--- src/rtl/dslope_pkg.sv ---
package dslope_pkg;
  typedef enum logic [1:0] {
    PH_AZ    = 2'd0,
    PH_INT   = 2'd1,
    PH_DEINT = 2'd2
  } phase_t;
endpackage

--- src/rtl/dslope_prescale.sv ---
module dslope_prescale #(
  parameter int DIV = 4
) (
  input  logic clk_i,
  input  logic rst_i,
  output logic tick_o
);
  localparam int CW = (DIV > 1) ? $clog2(DIV) : 1;
  localparam logic [CW-1:0] LAST = CW'(DIV - 1);

  logic [CW-1:0] cnt_q;

  always_ff @(posedge clk_i) begin
    if (rst_i || cnt_q == LAST) cnt_q <= '0;
    else                        cnt_q <= cnt_q + 1'b1;
  end

  assign tick_o = (cnt_q == LAST);

  generate
    if (DIV > 1) begin : g_spacing
      // counts are spaced, never two in adjacent clocks
      p_tick_spaced_r3: assert property (@(posedge clk_i) disable iff (rst_i)
        tick_o |=> !tick_o);
    end
  endgenerate
endmodule

--- src/rtl/dslope_sync2.sv ---
module dslope_sync2 #(
  parameter int STAGES = 2
) (
  input  logic clk_i,
  input  logic rst_i,
  input  logic d_i,
  output logic q_o
);
  logic [STAGES-1:0] sh_q;

  always_ff @(posedge clk_i) begin
    if (rst_i) sh_q <= '0;
    else       sh_q <= {sh_q[STAGES-2:0], d_i};
  end

  assign q_o = sh_q[STAGES-1];
endmodule

--- src/rtl/dslope_decade_chain.sv ---
module dslope_decade_chain #(
  parameter int NDIG = 4
) (
  input  logic              clk_i,
  input  logic              rst_i,
  input  logic              clr_i,
  input  logic              inc_i,
  output logic [4*NDIG-1:0] val_o
);
  logic [NDIG-1:0] en;

  genvar g;
  generate
    for (g = 0; g < NDIG; g++) begin : g_stage
      logic [3:0] d_q;

      if (g == 0) begin : g_first
        assign en[g] = inc_i;
      end else begin : g_rest
        assign en[g] = en[g-1] && (val_o[4*(g-1) +: 4] == 4'd9);
      end

      always_ff @(posedge clk_i) begin
        if (rst_i || clr_i)  d_q <= 4'd0;
        else if (en[g])      d_q <= (d_q == 4'd9) ? 4'd0 : d_q + 4'd1;
      end

      assign val_o[4*g +: 4] = d_q;

      // every stage stays a legal decimal digit
      p_digit_range_r10: assert property (@(posedge clk_i) disable iff (rst_i)
        d_q <= 4'd9);
    end
  endgenerate
endmodule

--- src/rtl/dslope_seq.sv ---
module dslope_seq #(
  parameter int PRESCALE  = 4,
  parameter int INT_CNT   = 1000,
  parameter int DEINT_MAX = 2000,
  parameter int CYCLE_CNT = 4000,
  parameter int NDIG      = 4,
  parameter int SYNC_FF   = 2
) (
  input  logic              clk_i,
  input  logic              rst_i,
  input  logic              cmp_i,
  input  logic              pol_swap_i,
  output logic              ph_int_o,
  output logic              ph_deint_o,
  output logic              ph_az_o,
  output logic              sw_sig_o,
  output logic              sw_refp_o,
  output logic              sw_refn_o,
  output logic              sw_az_o,
  output logic [4*NDIG-1:0] bcd_o,
  output logic              ovr_o,
  output logic              sign_o,
  output logic              bcd_valid_o
);
  import dslope_pkg::*;

  localparam int POS_W = $clog2(CYCLE_CNT);
  localparam logic [POS_W-1:0] INT_END   = POS_W'(INT_CNT - 1);
  localparam logic [POS_W-1:0] DEINT_END = POS_W'(INT_CNT + DEINT_MAX - 1);
  localparam logic [POS_W-1:0] AZ_START  = POS_W'(INT_CNT + DEINT_MAX);
  localparam logic [POS_W-1:0] CYC_END   = POS_W'(CYCLE_CNT - 1);

  logic tick, cmp_s, trip, chain_clr, chain_inc;
  logic [4*NDIG-1:0] chain_val;

  phase_t            ph_q;
  logic [POS_W-1:0]  pos_q;
  logic              pol_q, pend_q, ovr_pend_q;
  logic [4*NDIG-1:0] bcd_q;
  logic              ovr_q, sign_q, valid_q;

  dslope_prescale #(.DIV(PRESCALE)) u_pre (
    .clk_i(clk_i), .rst_i(rst_i), .tick_o(tick));

  dslope_sync2 #(.STAGES(SYNC_FF)) u_sync (
    .clk_i(clk_i), .rst_i(rst_i), .d_i(cmp_i), .q_o(cmp_s));

  dslope_decade_chain #(.NDIG(NDIG)) u_chain (
    .clk_i(clk_i), .rst_i(rst_i), .clr_i(chain_clr), .inc_i(chain_inc),
    .val_o(chain_val));

  assign trip      = (cmp_s != pol_q);
  assign chain_clr = tick && (ph_q == PH_INT) && (pos_q == INT_END);
  assign chain_inc = tick && (ph_q == PH_DEINT) && !trip;

  always_ff @(posedge clk_i) begin
    if (rst_i) begin
      ph_q       <= PH_AZ;
      pos_q      <= AZ_START;
      pol_q      <= 1'b0;
      pend_q     <= 1'b0;
      ovr_pend_q <= 1'b0;
      bcd_q      <= '0;
      ovr_q      <= 1'b0;
      sign_q     <= 1'b0;
      valid_q    <= 1'b0;
    end else begin
      valid_q <= 1'b0;
      pend_q  <= 1'b0;
      if (pend_q) begin
        bcd_q   <= chain_val;
        ovr_q   <= ovr_pend_q;
        sign_q  <= pol_q;
        valid_q <= 1'b1;
      end
      if (tick) begin
        pos_q <= (pos_q == CYC_END) ? '0 : pos_q + 1'b1;
        unique case (ph_q)
          PH_AZ: begin
            if (pos_q == CYC_END) ph_q <= PH_INT;
          end
          PH_INT: begin
            if (pos_q == INT_END) begin
              ph_q  <= PH_DEINT;
              pol_q <= cmp_s;
            end
          end
          PH_DEINT: begin
            if (trip) begin
              ph_q       <= PH_AZ;
              pend_q     <= 1'b1;
              ovr_pend_q <= 1'b0;
            end else if (pos_q == DEINT_END) begin
              ph_q       <= PH_AZ;
              pend_q     <= 1'b1;
              ovr_pend_q <= 1'b1;
            end
          end
          default: ph_q <= PH_AZ;
        endcase
      end
    end
  end

  assign ph_int_o    = (ph_q == PH_INT);
  assign ph_deint_o  = (ph_q == PH_DEINT);
  assign ph_az_o     = (ph_q == PH_AZ);
  assign sw_sig_o    = ph_int_o;
  assign sw_az_o     = ph_az_o;
  assign sw_refp_o   = ph_deint_o && (pol_q ^ pol_swap_i);
  assign sw_refn_o   = ph_deint_o && !(pol_q ^ pol_swap_i);
  assign bcd_o       = bcd_q;
  assign ovr_o       = ovr_q;
  assign sign_o      = sign_q;
  assign bcd_valid_o = valid_q;

  // exactly one phase at a time
  p_phase_onehot_r2: assert property (@(posedge clk_i) disable iff (rst_i)
    $countones({ph_int_o, ph_deint_o, ph_az_o}) == 1);
  // de-integrate is entered only from integrate
  p_deint_after_int_r2: assert property (@(posedge clk_i) disable iff (rst_i)
    $rose(ph_deint_o) |-> $past(ph_int_o));
  // integrate is entered only from auto-zero
  p_int_after_az_r2: assert property (@(posedge clk_i) disable iff (rst_i)
    $rose(ph_int_o) |-> $past(ph_az_o));
  // the strobe lasts a single clock
  p_valid_pulse_r7: assert property (@(posedge clk_i) disable iff (rst_i)
    bcd_valid_o |=> !bcd_valid_o);
  // latched result holds between strobes
  p_latch_hold_r7: assert property (@(posedge clk_i) disable iff (rst_i)
    !bcd_valid_o |-> $stable(bcd_o) && $stable(ovr_o) && $stable(sign_o));
  // a strobe only appears in auto-zero
  p_valid_in_az_r7: assert property (@(posedge clk_i) disable iff (rst_i)
    bcd_valid_o |-> ph_az_o);
  // reference switches are exclusive and confined to de-integrate
  p_ref_excl_r9: assert property (@(posedge clk_i) disable iff (rst_i)
    $onehot0({sw_refp_o, sw_refn_o}) && ((sw_refp_o || sw_refn_o) == ph_deint_o));
  // an overrange result always reads the full window
  p_ovr_full_r5: assert property (@(posedge clk_i) disable iff (rst_i)
    (bcd_valid_o && ovr_o) |-> (bcd_o == (4*NDIG)'(DEINT_MAX / 1000) << 12));
endmodule

--- config.mk ---
export PLATFORM = sky130hd
export DESIGN_NAME = dslope_seq
export DESIGN_NICKNAME = d
export VERILOG_FILES = /design/src/rtl/dslope_pkg.sv /design/src/rtl/dslope_prescale.sv /design/src/rtl/dslope_sync2.sv /design/src/rtl/dslope_decade_chain.sv /design/src/rtl/dslope_seq.sv
export SDC_FILE = /design/constraint.sdc
export NUM_CORES = 1
export LEC_CHECK = 0
export BUFFER_PORTS_ARGS = -buffer_cell sky130_fd_sc_hd__buf_2
export CELL_PAD_IN_SITES_DETAIL_PLACEMENT = 0
export CELL_PAD_IN_SITES_GLOBAL_PLACEMENT = 2
export CORE_MARGIN = 1.5
export CORE_UTILIZATION = 35
export DETAILED_ROUTE_END_ITERATION = 7
export PLACE_DENSITY_LB_ADDON = 0.1
export SYNTH_ARGS = -nofsm -noshare
export SYNTH_HDL_FRONTEND = slang
export SYNTH_SLANG_ARGS = --single-unit
export TNS_END_PERCENT = 10
--- constraint.sdc ---
create_clock -name clk_i -period 3.1 [get_ports clk_i]
set_clock_uncertainty 0.05 [all_clocks]
set_input_delay 0.62 -clock clk_i [delete_from_list [all_inputs] [get_ports clk_i]]
set_output_delay 0.62 -clock clk_i [all_outputs]
set_load 0.02 [all_outputs]
Word-level counts from Yosys, hierarchy flattened
Index checks and enable logic that the tools add are counted.
Word-level totals
  word-level logic and storage cells: 72
  register bits: 56
Cells by class
  bitwise gates (word level): 3
  muxes and demuxes: 15
  add/subtract/negate cells: 6
  eq/ne operators: 14
  reduce and logical (&&, ||, !) cells: 19
Operators by type and width (number)
  12-bit equality test, second input constant: 2
  4-bit by 1-bit adder with 4-bit output, second input constant: 4
  4-bit equality test, second input constant: 4
  4-bit two-way mux: 4
  12-bit by 1-bit adder with 12-bit output, second input constant: 1
  12-bit by 10-bit equality test with 1-bit output, second input constant: 1
  12-bit two-way mux: 1
  1-bit logical AND: 9
  2-bit two-way mux: 4
  2-bit one-hot mux with 3 select lines: 1
  3-bit AND reduction: 2
  1-bit two-way mux: 5
  2-bit equality test, second input constant: 2
  2-bit by 1-bit inequality test with 1-bit output, second input constant: 2
  4-bit AND reduction: 1
  3-bit by 1-bit inequality test with 1-bit output, second input constant: 1
  3-bit OR reduction: 1
  2-bit by 1-bit adder with 2-bit output, second input constant: 1
  2-bit by 1-bit equality test with 1-bit output, second input constant: 1
  1-bit logical NOT: 2
  2-bit logical NOT: 1
  1-bit logical OR: 2
  1-bit inverter: 2
  2-bit nonzero test: 1
  2 further kinds: 2

Longest topological paths before layout
Gate-level depths: netlist of run 1.
  depth after elaboration: 6
  depth in mapped cells: 6

Cells and area by module
From an unflattened synthesis of run 1, not the netlist that was laid out.
Second synthesis, totals
  cell total of the unflattened synthesis: 272
  area, all modules: 2516.2 µm²
By module, submodules not included
  dslope_seq: times used 1, area each 1589.0 µm², seq. area each 720.7 µm², cells an instance 167
  dslope_decade_chain: times used 1, area each 799.5 µm², seq. area each 320.3 µm², cells an instance 96
  dslope_prescale: times used 1, area each 75.1 µm², seq. area each 40.0 µm², cells an instance 5
  dslope_sync2: times used 1, area each 52.6 µm², seq. area each 40.0 µm², cells an instance 4

Least setup slack after synthesis of run 1
No wires, ideal clock.
  path type: register to register
  from: register u_chain.g_stage[1].d_q[1]
  to: register u_chain.g_stage[3].d_q[1]
  arrival: 2.107 ns
  library setup time: 0.070 ns
  clock period less this slack: 2.227 ns
  slack: 0.873 ns
  stages on the path, launching flop included: 7
  data required time: 2.980 ns
  path through: dfxtp_1 > buf_6 > or4b_4 > or4_1 > buf_2 > or4_1 > a21oi_1
On the way
  cells in the longest elaborated chain, start to end: 3
RTL lines
  from (decl): line dslope_decade_chain.sv:15  | logic [3:0] d_q;
  from (signal assigned): line dslope_decade_chain.sv:25  | else if (en[g]) d_q <= (d_q == 4'd9) ? 4'd0 : d_q + 4'd1;
  4-bit equality test: line dslope_decade_chain.sv:20  | assign en[g] = en[g-1] && (val_o[4*(g-1) +: 4] == 4'd9);
  1-bit logical AND (2 in series): line dslope_decade_chain.sv:20
  to (signal assigned): line dslope_decade_chain.sv:25
  to (decl): line dslope_decade_chain.sv:15
Every way passes these cells.
A chain may end at the register's enable or synchronous reset.

Worst setup path after layout of run 1
  from: register u_chain.g_stage[0].d_q[1]
  to: register u_chain.g_stage[3].d_q[1]
On the way
  cells in the longest elaborated chain, start to end: 4
RTL lines (line)
  from (decl): dslope_decade_chain.sv:15
  from (signal assigned): dslope_decade_chain.sv:25
  4-bit equality test: dslope_decade_chain.sv:20
  1-bit logical AND (3 in series): dslope_decade_chain.sv:20
Every way passes these cells.

==> flow_metrics.tcl, run 1 <==
set metrics [dict create \
    start_kind "flop" \
    swShare_pct 22.3 \
    pwr-share-clk_pct 35.3 \
    top_layer_used "met4" \
    boundaryPins 30 \
    synth_area_sq_um 2480 \
    firstDrtPassIters 4 \
    wl_met3_um 124 \
    cts_tree "built" \
    path_class "flop to flop" \
    synth.distinct_cells 45 \
    wl_um 5530 \
    ant_nets 0 \
    switchingPower_uw 264 \
    rsz0062_at_grt "false" \
    dp_hpwl_um 3830 \
    antenna_found_initial 0 \
    slew_viol_final 0 \
    min_period_ps 2360 \
    post-place-cells 391 \
    status "finished clean" \
    vias 1960 \
    synth-seq-cells 56 \
    stdcell_count 399 \
    pre_cts_ws_ps 772 \
    final_area_sq_um 2810 \
    cts_resized 0 \
    grt_pass1_vias 1774 \
    power_density_nw_per_um2 421 \
    worst_r2r_path_depth 4 \
    clock_path_buffers 2 \
    cts_max_level 2 \
    dr_wl_met2_um 2470 \
    min_to "u_pre.cnt_q[0]$_SDFF_PP0_" \
    dieArea_sq_um 7610 \
    drive_above_1_share_pct 14.5 \
    p_comb_share_pct 3.1 \
    synthesis.nets 281 \
    core.rowCount 30 \
    r2r_setup_slack_ps 740 \
    hp-class "flop to flop" \
    hold_ws_ps 398 \
    max_slew_margin_pct 53.0 \
    port_buffers 29 \
    ys.flop_type "dfxtp_1" \
    cts_root_buffer "clkbuf_8" \
    cts_hold_buf 0 \
    dpl-instance-area_sq_um 2710 \
    regArea_sq_um 1120 \
    areaGrowthSynthToFinish_pct 13.0 \
    p_seq_share_pct 61.6 \
    setup_tns_ps 0 \
    avgSynthCellArea_sq_um 9.03 \
    clkLatencyLatePin_ps 310 \
    p_int_uw 918 \
    grt_start_max_net_pins 36 \
    async_reset_ff_share_pct 0 \
    setup_slack_ps 743 \
    clock_sinks 56 \
    worstHoldPathCells 1 \
    fill_cells 713 \
    post-cts-setup-buffer-count 0 \
    critPathMaxFanout 10 \
    fin_nets 308 \
    clock.fmax_mhz 424 \
    drt-met1-wl_um 2860 \
    power_leakage_nw 0.997 \
    grt_first_pass_wirelength_um 9010 \
    worstMarginPinSlew_ps 704 \
    antenna-diode-count 0 \
    maxCapViolCount 0 \
    fin_util_pct 41.1 \
    coreArea_sq_um 6830 \
    synthTopCellsByArea "dfxtp_1 (45%), mux2i_1 (7.7%), nor2_1 (4.2%)" \
    crit_required_ps 3300 \
    synth_most_common_cell "dfxtp_1" \
    grt_overflow_total 0 \
    wl_per_cell_um 13.9 \
    cp_data_arrival_time_ps 2550 \
    synth_common_cells "dfxtp_1 (56), nor2_1 (28), mux2i_1 (19)" \
    drc 0 \
    track_usage_pct 15.4 \
    critPathCaptureType "flop" \
    initial_core_util_pct 36.4 \
    power_mw 1.18 \
    clk_pin_slew_ps 100 \
    synth_top_area_share_pct 45.1 \
    die_h_um 87.2 \
    setup_viol 0 \
    multiInputGateArea_sq_um 1270 \
    min-delay-start "u_pre.cnt_q[0]$_SDFF_PP0_" \
    fin_crit_sh_pct 76.0 \
    synth-edff-count 0 \
    ir_worst_vdd_v 0.000155 \
    die_w_um 87.2 \
    synth_top_area_cell "dfxtp_1" \
    gp_congestion 0.737 \
    r2r-end "u_chain.g_stage[3].d_q[1]$_SDFFE_PP0P_" \
    numCtsBuffers 5 \
    yosys_warnings 0 \
    hold_viol 0 \
    r2r-start "u_chain.g_stage[0].d_q[1]$_SDFFE_PP0N_" \
    drtIter0Drc 38 \
    synth-seq-area-share_pct 45.1 \
    syn_inst 275 \
    vias_per_cell 4.91 \
]
[layer usage]
layer / global-route usage (%) / up-vias
met3: 3.22 / 6
met4: 5.63 / 0
met1: 21.1 / 905
li1: - / 1029
met5: 0 / -
met2: 23.9 / 20
[layout by cell type (no fill, tap or decap), types with 4 or more instances in the layout]
master	count
nand4_1	8
o21ai_0	13
inv_1	8
and2_1	4
nor2_1	28
or3_1	6
nand2_1	17
xnor2_1	8
and3_1	4
nor2b_1	12
buf_4	4
buf_2	29
dfxtp_1	56
mux2i_1	19
nor3_1	7
or4_1	6
nand3_1	8
a21oi_1	15
xor2_1	7
clkbuf_8	6
[layout make-up]
type | count | area share, %
clock buffer | 7 | 3.07
clock inverter | 1 | 0.267
inverter | 8 | 1.07
multi-input combinational | 198 | 45.1
sequential | 56 | 39.9
tap | 96 | 4.28
timing repair buffer | 33 | 6.24
[logic make-up after synthesis]
logic type | Yosys count | synth area share (%)
XOR/XNOR | 15 | 5.29
AO/OA/AOI/OAI | 45 | 11.0
buffers and inverters | 21 | 3.83
flip-flops | 56 | 45.1
adder cells (fa/ha/maj) | 2 | 1.01
AND/OR/NAND/NOR | 117 | 26.1
multiplexers | 19 | 7.66
[worst max-delay path by stage]
stage / slack, ps / startpoint / cells past startpoint / to
6_report: 740 / u_chain.g_stage[0].d_q[1]$_SDFFE_PP0N_ / 4 / u_chain.g_stage[3].d_q[1]$_SDFFE_PP0P_
2_1_floorplan: 870 / u_chain.g_stage[1].d_q[1]$_SDFFE_PP0N_ / 6 / u_chain.g_stage[3].d_q[1]$_SDFFE_PP0P_
4_1_cts: 760 / u_chain.g_stage[0].d_q[1]$_SDFFE_PP0N_ / 4 / u_chain.g_stage[3].d_q[1]$_SDFFE_PP0P_
3_5_place_dp: 770 / u_chain.g_stage[0].d_q[1]$_SDFFE_PP0N_ / 4 / u_chain.g_stage[3].d_q[1]$_SDFFE_PP0P_
3_3_place_gp: 800 / u_chain.g_stage[0].d_q[1]$_SDFFE_PP0N_ / 4 / u_chain.g_stage[3].d_q[1]$_SDFFE_PP0P_
5_1_grt: 630 / u_chain.g_stage[1].d_q[1]$_SDFFE_PP0N_ / 4 / u_chain.g_stage[3].d_q[1]$_SDFFE_PP0P_
[power by group through the flow]
stage	clock network, mW	logic (mW)	registers (mW)
floorplan	0	0.0238	0.744
global placement	0	0.0374	0.745
detailed placement	0	0.0377	0.745
CTS	0.439	0.0378	0.728
global route	0.466	0.0407	0.729
finish	0.417	0.0363	0.728
[registers in the layout, summed over array words and instances (netlist names), 2 cells and up]
signal               flops
bcd_o                   16
ph_q                     2
pos_q                   12
u_chain.g_stage.d_q     16
u_pre.cnt_q              2
u_sync.sh_q              2
[worst max-delay path, cell delays in order (launching register included)]
cell and delay [ps]:
dfxtp_1 400, or4b_4 560, or4_1 640, or4_1 510, a21oi_1 140
No activity file was read; power rests on OpenSTA's default activity.
==> run 2: changes to the inputs <==
--- a/config.mk
+++ b/config.mk
@@ -9,7 +9,7 @@
 export CELL_PAD_IN_SITES_DETAIL_PLACEMENT = 0
 export CELL_PAD_IN_SITES_GLOBAL_PLACEMENT = 2
 export CORE_MARGIN = 1.5
-export CORE_UTILIZATION = 35
+export CORE_UTILIZATION = 32
 export DETAILED_ROUTE_END_ITERATION = 7
 export PLACE_DENSITY_LB_ADDON = 0.1
 export SYNTH_ARGS = -nofsm -noshare
==> constraint.sdc (replaced) <==
create_clock -name clk_i -period 2 [get_ports clk_i]
set_clock_uncertainty 0.05 [all_clocks]
set_input_delay 0.4 -clock clk_i [delete_from_list [all_inputs] [get_ports clk_i]]
set_output_delay 0.4 -clock clk_i [all_outputs]
set_load 0.02 [all_outputs]
==> run 2 against run 1 <==
  * The flow now finishes with violations (setup timing)
  * Critical path type unchanged
  * Via count up 8.7%
  * Non-clock buffer count increased by 28
  * Combinational power rose by 91%
  * Global-route usage fell by 0.28 points
==> flow_metrics.tcl, run 2 (same netlist as run 1, synthesis figures left out) <==
set metrics [dict create \
    power_density_nw_per_um2 632 \
    regArea_sq_um 1120 \
    grt_first_pass_wirelength_um 10100 \
    clock_path_buffers 2 \
    port_buffers 29 \
    multiInputGateArea_sq_um 1290 \
    core.rowCount 31 \
    slew_viol_final 0 \
    layout_commonest_cell "dfxtp_1" \
    track_usage_pct 15.2 \
    gp_congestion 0.788 \
    drive_above_1_share_pct 23.3 \
    fin_crit_sh_pct 102 \
    r2r_setup_slack_ps -50 \
    crit_required_ps 2190 \
    drtIter0Drc 118 \
    vias_per_cell 4.96 \
    drc 0 \
    r2r-end "u_chain.g_stage[3].d_q[3]$_SDFFE_PP0P_" \
    most-common-layout-cells "dfxtp_1 (56), buf_4 (30), buf_2 (29)" \
    vias 2131 \
    boundaryPins 30 \
    die_w_um 91.1 \
    status "finished with violations" \
    maxCapViolCount 0 \
    worst_r2r_path_depth 4 \
    firstDrtPassIters 4 \
    clock_sinks 56 \
    setup_slack_ps -48.1 \
    wl_um 5880 \
    clk_pin_slew_ps 100 \
    grt_overflow_total 0 \
    critPathMaxFanout 10 \
    max_slew_margin_pct 77.3 \
    clkLatencyLatePin_ps 310 \
    power_mw 1.94 \
    pwr-share-clk_pct 38.4 \
    rsz0062_at_grt "true" \
    cts_max_level 2 \
    setup_viol 2 \
    swShare_pct 21.6 \
    critPathCapture "u_chain.g_stage[3].d_q[3]$_SDFFE_PP0P_" \
    grt_start_max_net_pins 20 \
    worstMarginPinSlew_ps 340 \
    antenna_found_initial 0 \
    hold_viol 0 \
    dp_hpwl_um 4240 \
    min_period_ps 2050 \
    cp_data_arrival_time_ps 2240 \
    cts_tree "built" \
    ant_nets 0 \
    ir_worst_vdd_v 0.000311 \
    fin_nets 336 \
    cts_root_buffer "clkbuf_8" \
    die_h_um 91.1 \
    antenna-diode-count 0 \
    wl_per_cell_um 13.7 \
    power_leakage_nw 1.16 \
    p_seq_share_pct 58.1 \
    dieArea_sq_um 8300 \
    hold_ws_ps 247 \
    violations "setup timing" \
    switchingPower_uw 419 \
    numCtsBuffers 5 \
    cts_hold_buf 0 \
    p_comb_share_pct 3.6 \
    path_class "flop to flop" \
    clock.fmax_mhz 488 \
    pre_cts_ws_ps -22.4 \
    hp-class "primary input to flop" \
    areaGrowthSynthToFinish_pct 23.7 \
    fill_cells 760 \
    r2r-start "u_chain.g_stage[0].d_q[1]$_SDFFE_PP0N_" \
    start_kind "flop" \
    fin_util_pct 41.7 \
    p_int_mw 1.52 \
    initial_core_util_pct 33.7 \
    coreArea_sq_um 7370 \
    grt_pass1_vias 2008 \
    critPathCaptureType "flop" \
    crit_start "u_chain.g_stage[0].d_q[1]$_SDFFE_PP0N_" \
]
## run 2: power by group through the flow
| stage | combinational, mW | sequential, mW | clock (mW) |
|---|---|---|---|
| finish | 0.0695 | 1.13 | 0.745 |
| global route | 0.0780 | 1.13 | 0.815 |
| CTS | 0.0704 | 1.13 | 0.773 |
| detailed placement | 0.0702 | 1.15 | 0 |
| global placement | 0.0704 | 1.15 | 0 |
| floorplan | 0.0374 | 1.15 | 0 |
## run 2: worst min path at each step
stage	start	to	slack, ps	cells past startpoint
final	cmp_i	u_sync.sh_q[0]$_SDFF_PP0_	250	2
after global routing	cmp_i	u_sync.sh_q[0]$_SDFF_PP0_	230	2
after CTS	cmp_i	u_sync.sh_q[0]$_SDFF_PP0_	240	2
after detailed placement	u_pre.cnt_q[0]$_SDFF_PP0_	u_pre.cnt_q[0]$_SDFF_PP0_	380	1
after global placement	u_pre.cnt_q[0]$_SDFF_PP0_	u_pre.cnt_q[0]$_SDFF_PP0_	360	1
after floorplan	u_pre.cnt_q[0]$_SDFF_PP0_	u_pre.cnt_q[0]$_SDFF_PP0_	350	1
## run 2: cell type report
type	instances	share of cell area, %
Clock buffer	6	2.36
Sequential cell	56	36.5
Inverter	8	0.978
Clock inverter	2	1.14
Tap cell	99	4.03
Multi-Input combinational cell	198	41.9
Timing Repair Buffer	61	13.1
## run 2: metrics by stage
step | cell area [sq um] | instances | setup TNS [ps]
after floorplan | 2500 | 275 | -604
after global placement | 2930 | 420 | 0
after detailed placement | 2930 | 420 | -22.4
after CTS | 3040 | 428 | -97.8
after global routing | 3070 | 430 | -199
final | 3070 | 430 | -74.8
## run 2: what timing repair did
| item | CTS | global route |
|---|---|---|
| pin swaps | 0 | 1 |
| setup buffers | 0 | 2 |
| setup endpoints to repair | 2 | 6 |
| resized for setup | 0 | 4 |
| cloned | 0 | 0 |
## run 2: critical path: stages, from the launching register on
cell and delay (ps):
dfxtp_1 330, or4b_4 530, or4_4 480, or4_1 420, a31oi_1 160
## run 2: layer usage
metal	track usage, %	vias up	part of all wire (%)
met3	2.68	5	3.1
li1	-	1087	-
met4	4.69	0	1.1
met5	0	-	0
met1	22.9	1000	54
met2	21.5	39	42
==> run 3: changes to the inputs <==
--- a/config.mk
+++ b/config.mk
@@ -5,11 +5,12 @@
 export SDC_FILE = /design/constraint.sdc
 export NUM_CORES = 1
 export LEC_CHECK = 0
+export ABC_AREA = 1
 export BUFFER_PORTS_ARGS = -buffer_cell sky130_fd_sc_hd__buf_2
 export CELL_PAD_IN_SITES_DETAIL_PLACEMENT = 0
 export CELL_PAD_IN_SITES_GLOBAL_PLACEMENT = 2
 export CORE_MARGIN = 1.5
-export CORE_UTILIZATION = 32
+export CORE_UTILIZATION = 30
 export DETAILED_ROUTE_END_ITERATION = 7
 export PLACE_DENSITY_LB_ADDON = 0.1
 export SYNTH_ARGS = -nofsm -noshare
==> run 3 against run 2 <==
  * The run now ends clean
  * Design area shrank 2.2%
  * Worst setup slack better by 320 ps
  * Maximum frequency grew 19%
  * Final cell count grew 16%
  * Area after synthesis grew 6.1%
  * Largest cell class unchanged
  * Highest routed layer unchanged
==> flow_metrics.tcl, run 3 <==
set metrics [dict create \
    drc 0 \
    hold_viol 0 \
    r2r-end "u_chain.g_stage[3].d_q[1]$_SDFFE_PP0P_" \
    fin_crit_sh_pct 86.2 \
    power_mw 1.90 \
    avgSynthCellArea_sq_um 7.32 \
    status "finished clean" \
    cts_hold_buf 0 \
    worstHoldPathCells 3 \
    synth_most_common_cell "nand2_1" \
    clock_path_buffers 2 \
    cp_data_arrival_time_ps 1880 \
    grt_pass1_vias 2231 \
    port_buffers 29 \
    coreArea_sq_um 8640 \
    clk_pin_slew_ps 110 \
    layout_commonest_cell "nand2_1" \
    ir_worst_vdd_v 0.000251 \
    min-delay-start "cmp_i" \
    syn_inst 360 \
    grt_start_max_net_pins 23 \
    grt_first_pass_wirelength_um 10700 \
    gp_congestion 0.727 \
    slew_viol_final 0 \
    synth_top_area_cell "dfxtp_1" \
    antenna_found_initial 0 \
    synthTopCellsByArea "dfxtp_1 (43%), nand2_1 (12%), a21oi_1 (5.7%)" \
    boundaryPins 30 \
    synth_common_cells "nand2_1 (81), dfxtp_1 (56), inv_1 (40)" \
    most-common-layout-cells "nand2_1 (81), dfxtp_1 (56), inv_1 (40)" \
    die_h_um 96.7 \
    antenna-diode-count 0 \
    clock.fmax_mhz 580 \
    synth-edff-count 0 \
    critPathCaptureType "flop" \
    initial_core_util_pct 30.5 \
    track_usage_pct 13.9 \
    synth_area_sq_um 2640 \
    max_slew_margin_pct 69.5 \
    start_kind "flop" \
    setup_viol 0 \
    drtIter0Drc 64 \
    vias_per_cell 4.54 \
    synth-seq-cells 56 \
    clkLatencyLatePin_ps 310 \
    ys.flop_type "dfxtp_1" \
    post-cts-setup-buffer-count 0 \
    ant_nets 0 \
    cts_max_level 2 \
    die_w_um 96.7 \
    power_leakage_nw 1.33 \
    wl_per_cell_um 12.3 \
    async_reset_ff_share_pct 0 \
    power_density_nw_per_um2 631 \
    crit_required_ps 2160 \
    drive_above_1_share_pct 18.4 \
    r2r_setup_slack_ps 280 \
    vias 2270 \
    r2r-start "pos_q[0]$_SDFFE_PP0N_" \
    path_class "flop to flop" \
    hp-class "primary input to flop" \
    grt_overflow_total 0 \
    wl_um 6130 \
    synth-seq-area-share_pct 42.5 \
    core.rowCount 34 \
    firstDrtPassIters 4 \
    synthesis.nets 366 \
    worstMarginPinSlew_ps 457 \
    stdcell_count 500 \
    areaGrowthSynthToFinish_pct 14.1 \
    dieArea_sq_um 9350 \
    synth_top_area_share_pct 42.5 \
    critPathMaxFanout 14 \
    cts_tree "built" \
    synth.distinct_cells 34 \
    rsz0062_at_grt "false" \
    maxCapViolCount 0 \
    cts_resized 0 \
    numCtsBuffers 5 \
    setup_tns_ps 0 \
    dp_hpwl_um 4490 \
    worst_r2r_path_depth 7 \
    cts_root_buffer "clkbuf_8" \
    clock_sinks 56 \
    yosys_warnings 0 \
    min_period_ps 1720 \
    fin_nets 397 \
    min_to "u_sync.sh_q[0]$_SDFF_PP0_" \
    post-place-cells 492 \
]
==> run 3: cell count changes in the layout (fill, tap and decap cells not counted), moves of 16 or more <==
cell     change
inv_1       +32
nand2_1     +64
mux2i_1     -19
buf_4       -25
o21ai_0     +17
a21oi_1     +16
==> run 3: cell families (layout without fill, tap and decap cells) <==
group                    after synthesis  after routing  share of synthesized area, %
flip-flops                            56             56                          42.5
AND/OR/NAND/NOR                      174            174                          32.5
buffers and inverters                 55             87                          8.74
adder cells (fa/ha/maj)                2              2                         0.950
XOR/XNOR                               4              4                          1.33
AO/OA/AOI/OAI                         69             69                          14.0
==> run 3: per-stage QoR <==
step           cell area, sq um  hold slack, ps  utilization (%)  worst slack (ps)
3_5_place_dp               2910             348             33.7               294
4_1_cts                    3010             214             34.8               270
6_report                   3010             226             34.8               275
2_1_floorplan              2640             338                -               594
5_1_grt                    3010             208             34.8               102
3_3_place_gp               2910             341             33.7               346
==> run 3: cell type report <==
cell class                 count  area [sq um]
fill                         954          5630
multi-input combinational    249          1280
sequential                    56          1120
timing repair buffer          35           203
inverter                      44           165
tap                          108           135
clock buffer                   6          82.6
clock inverter                 2          15.0
==> run 3: worst max path at each step <==
stage | to | cells after the start | start
2_1_floorplan | u_chain.g_stage[1].d_q[1]$_SDFFE_PP0N_ | 7 | pos_q[0]$_SDFFE_PP0N_
3_3_place_gp | u_chain.g_stage[3].d_q[0]$_SDFFE_PP0P_ | 7 | pos_q[0]$_SDFFE_PP0N_
3_5_place_dp | u_chain.g_stage[3].d_q[0]$_SDFFE_PP0P_ | 7 | pos_q[0]$_SDFFE_PP0N_
4_1_cts | u_chain.g_stage[3].d_q[1]$_SDFFE_PP0P_ | 7 | pos_q[0]$_SDFFE_PP0N_
5_1_grt | u_chain.g_stage[3].d_q[1]$_SDFFE_PP0P_ | 7 | pos_q[0]$_SDFFE_PP0N_
6_report | u_chain.g_stage[3].d_q[1]$_SDFFE_PP0P_ | 7 | pos_q[0]$_SDFFE_PP0N_
==> run 3: power breakdown <==
| part | internal (mW) | total [mW] | leakage (nW) | switching [mW] |
|---|---|---|---|---|
| clock | 0.282 | 0.682 | 0.0434 | 0.400 |
| combinational | 0.0277 | 0.0825 | 0.838 | 0.0548 |
| sequential | 1.12 | 1.13 | 0.452 | 0.00685 |
==> run 3: worst max-delay path: stages, from the launching register on <==
cell,delay [ps]
dfxtp_1,390
ha_1,240
nand3_1,110
nor2_2,190
nand3_2,130
nand2_2,280
buf_4,200
a21oi_2,30
==> run 3: metal layers <==
metal / GRT usage, % / vias up / routed length, um / part of all wire [%]
met4: 4.24 / 0 / 72 / 1.2
li1: - / 1222 / - / -
met1: 17.7 / 1014 / 2970 / 48
met2: 23.8 / 27 / 2930 / 48
met5: 0 / - / 0 / 0
met3: 2.75 / 7 / 157 / 2.6
